<file path="config.mk">
export PLATFORM = sky130hd
export DESIGN_NAME = pin_irq_detector
export DESIGN_NICKNAME = d
export VERILOG_FILES = /design/src/rtl/pin_irq_detector.sv
export SDC_FILE = /design/constraint.sdc
export NUM_CORES = 1
export LEC_CHECK = 0
export BUFFER_PORTS_ARGS = -buffer_cell sky130_fd_sc_hd__buf_2
export CORE_UTILIZATION = 40
export DETAILED_ROUTE_END_ITERATION = 16
export PLACE_DENSITY = 0.57
export REMOVE_ABC_BUFFERS = 1
export SETUP_SLACK_MARGIN = 0.4
export SYNTH_ARGS = -nofsm -noshare
export SYNTH_HDL_FRONTEND = slang
export SYNTH_SLANG_ARGS = --single-unit
</file>
<file path="constraint.sdc">
create_clock -name clk -period 4.9 [get_ports clk]
set_input_delay 0.245 -clock clk [delete_from_list [all_inputs] [get_ports clk]]
set_output_delay 0.245 -clock clk [all_outputs]
set_load 0.005 [all_outputs]
</file>
<file path="src/rtl/pin_irq_detector.sv">
module pin_irq_detector #(
  parameter int NPINS  = 8,
  parameter int ADDR_W = 6,
  parameter int DATA_W = 32,
  parameter int PER_W  = 4
) (
  input  logic              clk,
  input  logic              rst,
  input  logic [NPINS-1:0]  pin_in,
  input  logic              ext_tick,
  input  logic              bus_we,
  input  logic [ADDR_W-1:0] bus_addr,
  input  logic [DATA_W-1:0] bus_wdata,
  output logic [DATA_W-1:0] bus_rdata,
  output logic              irq
);
  localparam int RISE_LSB = 16;
  localparam int CNT_W    = 1 << PER_W;
  localparam logic [ADDR_W-1:0] A_DBEN = ADDR_W'('h14);
  localparam logic [ADDR_W-1:0] A_MODE = ADDR_W'('h18);
  localparam logic [ADDR_W-1:0] A_EN   = ADDR_W'('h1C);
  localparam logic [ADDR_W-1:0] A_FLAG = ADDR_W'('h20);
  localparam logic [ADDR_W-1:0] A_TICK = ADDR_W'('h24);

  logic [NPINS-1:0] mode_q, dben_q, fall_en, rise_en, flag_q;
  logic [NPINS-1:0] smp_q, prev_q, hold_q, deb_q;
  logic [PER_W-1:0] per_q;
  logic             src_q;
  logic [CNT_W-1:0] div_q, div_mask;
  logic             tick;
  logic [NPINS-1:0] lvl_evt, raw_evt, deb_evt, evt, clr, agree;
  logic             unused_wbits;

  assign unused_wbits = ^bus_wdata;

  assign div_mask = (CNT_W'(1) << per_q) - CNT_W'(1);
  assign tick     = src_q ? ext_tick : ((div_q & div_mask) == div_mask);
  assign agree    = ~(hold_q ^ smp_q);

  assign lvl_evt = mode_q & (fall_en ^ rise_en) &
                   ((fall_en & ~smp_q) | (rise_en & smp_q));
  assign raw_evt = ~mode_q & ~dben_q &
                   ((fall_en & prev_q & ~smp_q) | (rise_en & ~prev_q & smp_q));
  assign deb_evt = ~mode_q & dben_q & {NPINS{tick}} & agree &
                   ((fall_en & deb_q & ~smp_q) | (rise_en & ~deb_q & smp_q));
  assign evt     = lvl_evt | raw_evt | deb_evt;

  assign clr = (bus_we && bus_addr == A_FLAG) ? bus_wdata[NPINS-1:0] : '0;
  assign irq = |flag_q;

  always_ff @(posedge clk) begin
    if (rst) begin
      mode_q  <= '0;
      dben_q  <= '0;
      fall_en <= '0;
      rise_en <= '0;
      flag_q  <= '0;
      per_q   <= '0;
      src_q   <= 1'b0;
      smp_q   <= '0;
      prev_q  <= '0;
      hold_q  <= '0;
      deb_q   <= '0;
      div_q   <= '0;
    end else begin
      if (bus_we) begin
        case (bus_addr)
          A_DBEN: dben_q <= bus_wdata[NPINS-1:0];
          A_MODE: mode_q <= bus_wdata[NPINS-1:0];
          A_EN: begin
            fall_en <= bus_wdata[NPINS-1:0];
            rise_en <= bus_wdata[RISE_LSB +: NPINS];
          end
          A_TICK: begin
            per_q <= bus_wdata[PER_W-1:0];
            src_q <= bus_wdata[PER_W];
          end
          default: ;
        endcase
      end
      flag_q <= (flag_q & ~clr) | evt;
      smp_q  <= pin_in;
      prev_q <= smp_q;
      div_q  <= div_q + CNT_W'(1);
      if (tick) begin
        hold_q <= smp_q;
        deb_q  <= (agree & smp_q) | (~agree & deb_q);
      end
    end
  end

  always_comb begin
    bus_rdata = '0;
    case (bus_addr)
      A_DBEN: bus_rdata[NPINS-1:0] = dben_q;
      A_MODE: bus_rdata[NPINS-1:0] = mode_q;
      A_EN: begin
        bus_rdata[NPINS-1:0]          = fall_en;
        bus_rdata[RISE_LSB +: NPINS]  = rise_en;
      end
      A_FLAG: bus_rdata[NPINS-1:0] = flag_q;
      A_TICK: begin
        bus_rdata[PER_W-1:0] = per_q;
        bus_rdata[PER_W]     = src_q;
      end
      default: ;
    endcase
  end


  flag_clear_chk: assert property (@(posedge clk) disable iff (rst)
    1'b1 |=> ((flag_q & $past(clr & ~evt)) == '0));


  set_wins_chk: assert property (@(posedge clk) disable iff (rst)
    1'b1 |=> ((flag_q & $past(evt)) == $past(evt)));


  both_level_mute_chk: assert property (@(posedge clk) disable iff (rst)
    1'b1 |=> ((flag_q & ~$past(flag_q) & $past(mode_q & fall_en & rise_en)) == '0));


  deb_needs_tick_chk: assert property (@(posedge clk) disable iff (rst)
    !tick |=> ((flag_q & ~$past(flag_q) & $past(~mode_q & dben_q)) == '0));


  irq_follow_chk: assert property (@(posedge clk) disable iff (rst)
    $rose(irq) |-> $past(evt) != '0);
endmodule

</file>
Yosys cells after proc, flatten, opt, wreduce, memory -nomap -nowiden --
Cells that the tools add are included.
Cells by class: $add $sub $neg 2, eq/ne operators 6, shifts and indexed selects 1, muxes and demuxes 5, bitwise operators 39, reduce and logical (&&, ||, !) cells 6
Operators with widths (number):
- bitwise AND 8 bit | 21
- NOT 8 bit | 8
- bitwise OR 8 bit | 7
- one-hot mux 5 bit (5 select lines) | 1
- equality test 6 x 5 -> 1 bit, second input constant | 3
- adder 16 x 1 -> 16 bit, second input constant | 1
- bitwise AND 16 bit | 1
- equality test 16 bit | 1
- 2-to-1 mux 8 bit | 2
- left shift 1 x 4 -> 16 bit, first input constant | 1
- subtractor 16 x 2 -> 16 bit, second input constant | 1
- bitwise XOR 8 bit | 2
- equality test 6 bit, second input constant | 2
- one-hot mux 3 bit (4 select lines) | 1
- AND reduction 2 bit | 4
- OR reduction 8 bit | 1
- logical AND 1 bit | 1
- 2-to-1 mux 1 bit | 1
Word-level totals: flip-flop bits (word level) 93, input port bits 50, output and inout bits 33, logic and storage cells 71

Longest topological paths before layout --
word-level depth 10, mapped depth 13, gate-level depth less buffers 9

Worst setup path before layout --
Ideal clock, no wire load.
path kind register to register, start reg per_q[0], end reg hold_q[5], setup time 0.121 ns, data arrival time 2.736 ns, data required time 4.779 ns, path slack 2.042 ns, stages on the path, launching flop included 12, path buffers 2, period minus slack after synthesis 2.858 ns, path through dfxtp_1 buf_2 nor4_1 inv_1 ha_1 or4_1 a211o_1 o2111a_1 and4_4 a21oi_4 buf_6 mux2_4
On the way: longest elaborated chain between the ends 5
Ends and longest elaborated chain:
- from (decl) | RTL line 27 | logic [PER_W-1:0] per_q;
- from (signal assigned) | RTL line 75 | per_q <= bus_wdata[PER_W-1:0];
- left shift 1 x 4 -> 16 bit * | RTL line 36 | assign div_mask = (CNT_W'(1) << per_q) - CNT_W'(1);
- subtractor 16 x 2 -> 16 bit * | RTL line 36
- bitwise AND 16 bit | RTL line 37 | assign tick = src_q ? ext_tick : ((div_q & div_mask) == div_mask);
- equality test 16 bit * | RTL line 37
- 2-to-1 mux 1 bit * | RTL line 37
- to (signal assigned) | RTL line 86 | hold_q <= smp_q;
- to (decl) | RTL line 26 | logic [NPINS-1:0] smp_q, prev_q, hold_q, deb_q;
Mark *: on every way between the ends. The rest lies on a longest branch, timed or not. A chain may end at the register's enable or synchronous reset.

Final worst setup path --
start reg per_q[1], end reg hold_q[4]
Same word-level chain as after synthesis.

==> results.md <==
- Status: finished clean
- Wire per inst: 16.7 um
- Routed WL: between 10 and 15 mm
- Sequential-to-total area share from yosys stat: a little under two fifths
- Top cell type's share of synthesized area: 36.9%
- Vert. Die Dim: 114 um
- Final WS setup: between 1 and 1.5 ns
- Area of the core: roughly 0.012 mm2
- # rows: 40
- Final hold violation count: 0
- Router iterations before antenna repair: 7
- Nets: 659
- Worst EP required: between 5 and 6 ns
- Worst hold start: pin_in[4]
- Hold Buf Count CTS: 0
- EDFF count, synth: 0
- Seq cells post-synth: 92
- HPWL after detailed placement: 8.45 mm
- Min-delay worst type: input pin to flip-flop
- Logic depth of the worst path, buffers included: 9
- Vias/cell: roughly 5.7
- Clk slew on worst S/H paths: ~0.07 ns
- Leading area contributor after synthesis: dfxtp_1
- R2r endpoint: hold_q[4]$_SDFFE_PP0N_
- Starting Density: roughly two fifths
- Filler instances: 1250
- Slew headroom: 44.8%
- Global-route wire length before repair: 21.0 mm
- Via Count: approximately 4400
- Worst slack, placed: 1.24 ns
- GRT Residual Overflow: 0
- Clk_skew: 0.00789 ns
- Top Ports: 83
- Final cycle utilization of the critical path: about three quarters
- Final GP Congestion: 0.764
- P_leak: 2.19 nW
- Synth Area per Inst: 8.55 um2
- Crit path DAT: 3.91 ns
- Critical Path Start Type: flip-flop
- Most used DFF post-synth: dfxtp_1
- Reg-to-reg slack, setup: between 1 and 1.5 ns
- Post-route ant nets: 0
- Area contributors post-synth: dfxtp_1 (37%), mux2i_1 (5.4%), nand2_1 (4.6%)
- Yosys cell types: 62
- Clock sinks: 92
- Die X: 114 um
- Worst hold endpoint: smp_q[4]$_SDFF_PP0_
- Largest net degree at the start of global routing: 79
- Post-synthesis async set-or-reset flop share: 0%
- PortBufs: 50
- Final core occ: between 40% and 50%
- CP bufs+invs: 1
- Cells along the critical path: nor2_1 -> nand3b_1 -> ha_1 -> or4b_1 -> a311oi_1 -> a21oi_1 -> buf_4 -> a21oi_4 -> mux2_2
- F_max: between 200 and 300 MHz
- Clk_lat worst skew: 0.35 ns
- CTS tree: built
- Slowest-stage cell, CP: dfxtp_1
- Worst Hold Depth: 2
- Maxcap violations: 0
- Worst-path maximum fanout: 20
- Htree depth: 3
- Gate Count Post-Synth: 584
- Critical Path Sink Type: flip-flop
- # DRC: 0
- Placed inst area: 0.00523 mm2
- Initial antenna violation count: 0
- Yosys warns: 0
- GRT Total Usage: 20.9%
- Cell Pwr Density: 292 mW/mm2
- CTS Buffer Depth: 2
- Minimum clock period: roughly 3.7 ns
- Worst Reg-to-Reg Cells: 9
- RSZ-0062 raised after global routing: false
- Setup violations, final: 0
- Vias in the first global route: 4011
- CTS-repair resized insts: 0
- Worst-Margin Slew: 0.826 ns
- Layout area overhead: 10.9%
- Num CTS Buffers: 9
- CP max stage delay: 0.74 ns
- Starting DRT DRC Count: 344
- Design area: 0.00554 mm2
- Fin. max-slew vios: 0
- Layout cells sized above 1: 15.4%
- Cell Area, Synth: 0.00500 mm2
- Post-route setup TNS: 0 ns
- VDD IR max: 0.000239 V
- Setup Fix Bufs, Post-CTS: 0
- CP top delay family: compound AO/OA/AOI/OAI gates
- Worst R2R Start: per_q[1]$_SDFFE_PP0P_
- Antenna cells: 0
- Root Buffer: clkbuf_16
- Crit Path Category: flip-flop to flip-flop
- Die area: 0.0129 mm2
==> state kept, by name, summed over array words and instances (netlist names), named ones only <==
name / cells
dben_q: 8
mode_q: 8
smp_q: 8
fall_en: 8
flag_q: 8
prev_q: 8
div_q: 15
src_q: 1
rise_en: 8
hold_q: 8
per_q: 4
==> worst register-to-register path, delay by kind of cell (launching register included) <==
family | cells | cell delay, ns
flip-flops | 1 | 0.74
multiplexers | 1 | 0.41
AND/OR/NAND/NOR | 3 | 0.79
adder cells (fa/ha/maj) | 1 | 0.53
AO/OA/AOI/OAI | 3 | 0.87
buffers and inverters | 1 | 0.22
==> how the worst max path moves through the flow <==
stage / from / to / slack (ns)
after detailed placement: per_q[1]$_SDFFE_PP0P_ / hold_q[4]$_SDFFE_PP0N_ / 1.24
after global placement: per_q[3]$_SDFFE_PP0P_ / hold_q[1]$_SDFFE_PP0N_ / 1.38
after CTS: per_q[1]$_SDFFE_PP0P_ / hold_q[4]$_SDFFE_PP0N_ / 1.23
after floorplan: per_q[3]$_SDFFE_PP0P_ / hold_q[0]$_SDFFE_PP0N_ / 1.86
after global routing: per_q[1]$_SDFFE_PP0P_ / hold_q[2]$_SDFFE_PP0N_ / 0.99
final: per_q[1]$_SDFFE_PP0P_ / hold_q[4]$_SDFFE_PP0N_ / 1.23
==> report_power, final <==
group | internal [mW] | total (mW) | switching, mW
clock network | 0.427 | 0.729 | 0.301
registers | 0.763 | 0.782 | 0.0189
logic | 0.0382 | 0.106 | 0.0674
==> cells in the mapped netlist (6+ instances only) <==
library cell	number
buf_4	18
o31a_1	8
o21ai_0	6
a41oi_1	8
xor2_1	9
inv_1	16
clkbuf_1	25
nor2_1	58
o22ai_1	12
nand2b_1	9
nand2_1	61
nand3_1	22
dfxtp_1	92
nor2b_1	32
a21oi_1	26
nor4b_1	6
and3_1	13
mux2_2	11
or4b_2	8
a2111o_1	7
o211ai_1	8
a222oi_1	8
mux2i_1	27
o311ai_1	7
==> cells in the final DEF, fill, tap and decap left out, drive strengths merged, types with 7 or more instances in the layout <==
cell type,n
mux2,13
a222oi,8
o22ai,12
or4b,9
mux2i,27
nand2b,9
nor2b,32
buf,53
conb,16
dfxtp,92
a21oi,27
o211ai,8
a2111o,7
o311ai,7
nand3,22
a41oi,8
o31a,8
nor2,58
clkbuf,12
and3,13
xor2,9
inv,18
nand2,61
==> per-stage QoR <==
stage	cells	hold slack [ns]	total power, mW
after global routing	780	0.0997	1.68
after CTS	780	0.0916	1.64
after floorplan	543	0.312	0.844
after global placement	764	0.456	0.901
final	780	0.103	1.62
after detailed placement	764	0.460	0.904
==> cell families (layout without fill, tap and decap cells) <==
kind of cell	after synthesis	in the layout	share of synthesized area, %
mux	40	40	8.49
fa+ha+maj	2	2	0.501
buf+inv	72	85	7.34
other cells	1	16	0.0751
simple gates	244	244	25.9
xor+xnor	13	13	2.28
flops	92	92	36.9
compound gates	120	120	18.5
==> metal layers <==
layer / wire, um / GRT usage, % / vias to the layer above
met3: 692 / 5.47 / 24
met1: 5890 / 27.0 / 2121
li1: - / - / 2149
met2: 6080 / 33.4 / 136
met5: 0 / 0 / -
met4: 357 / 8.07 / 0
==> area by class of cell <==
| type | count | area [um2] | share of cell area [%] |
|---|---|---|---|
| Multi-Input combinational cell | 435 | 2840 | 51.3 |
| Clock buffer | 12 | 256 | 4.63 |
| Inverter | 16 | 60.1 | 1.08 |
| Sequential cell | 92 | 1840 | 33.2 |
| Clock inverter | 4 | 55.1 | 0.993 |
| Timing Repair Buffer | 53 | 275 | 4.97 |
| Tap cell | 168 | 210 | 3.79 |
No activity file was read; power rests on OpenSTA's default activity.
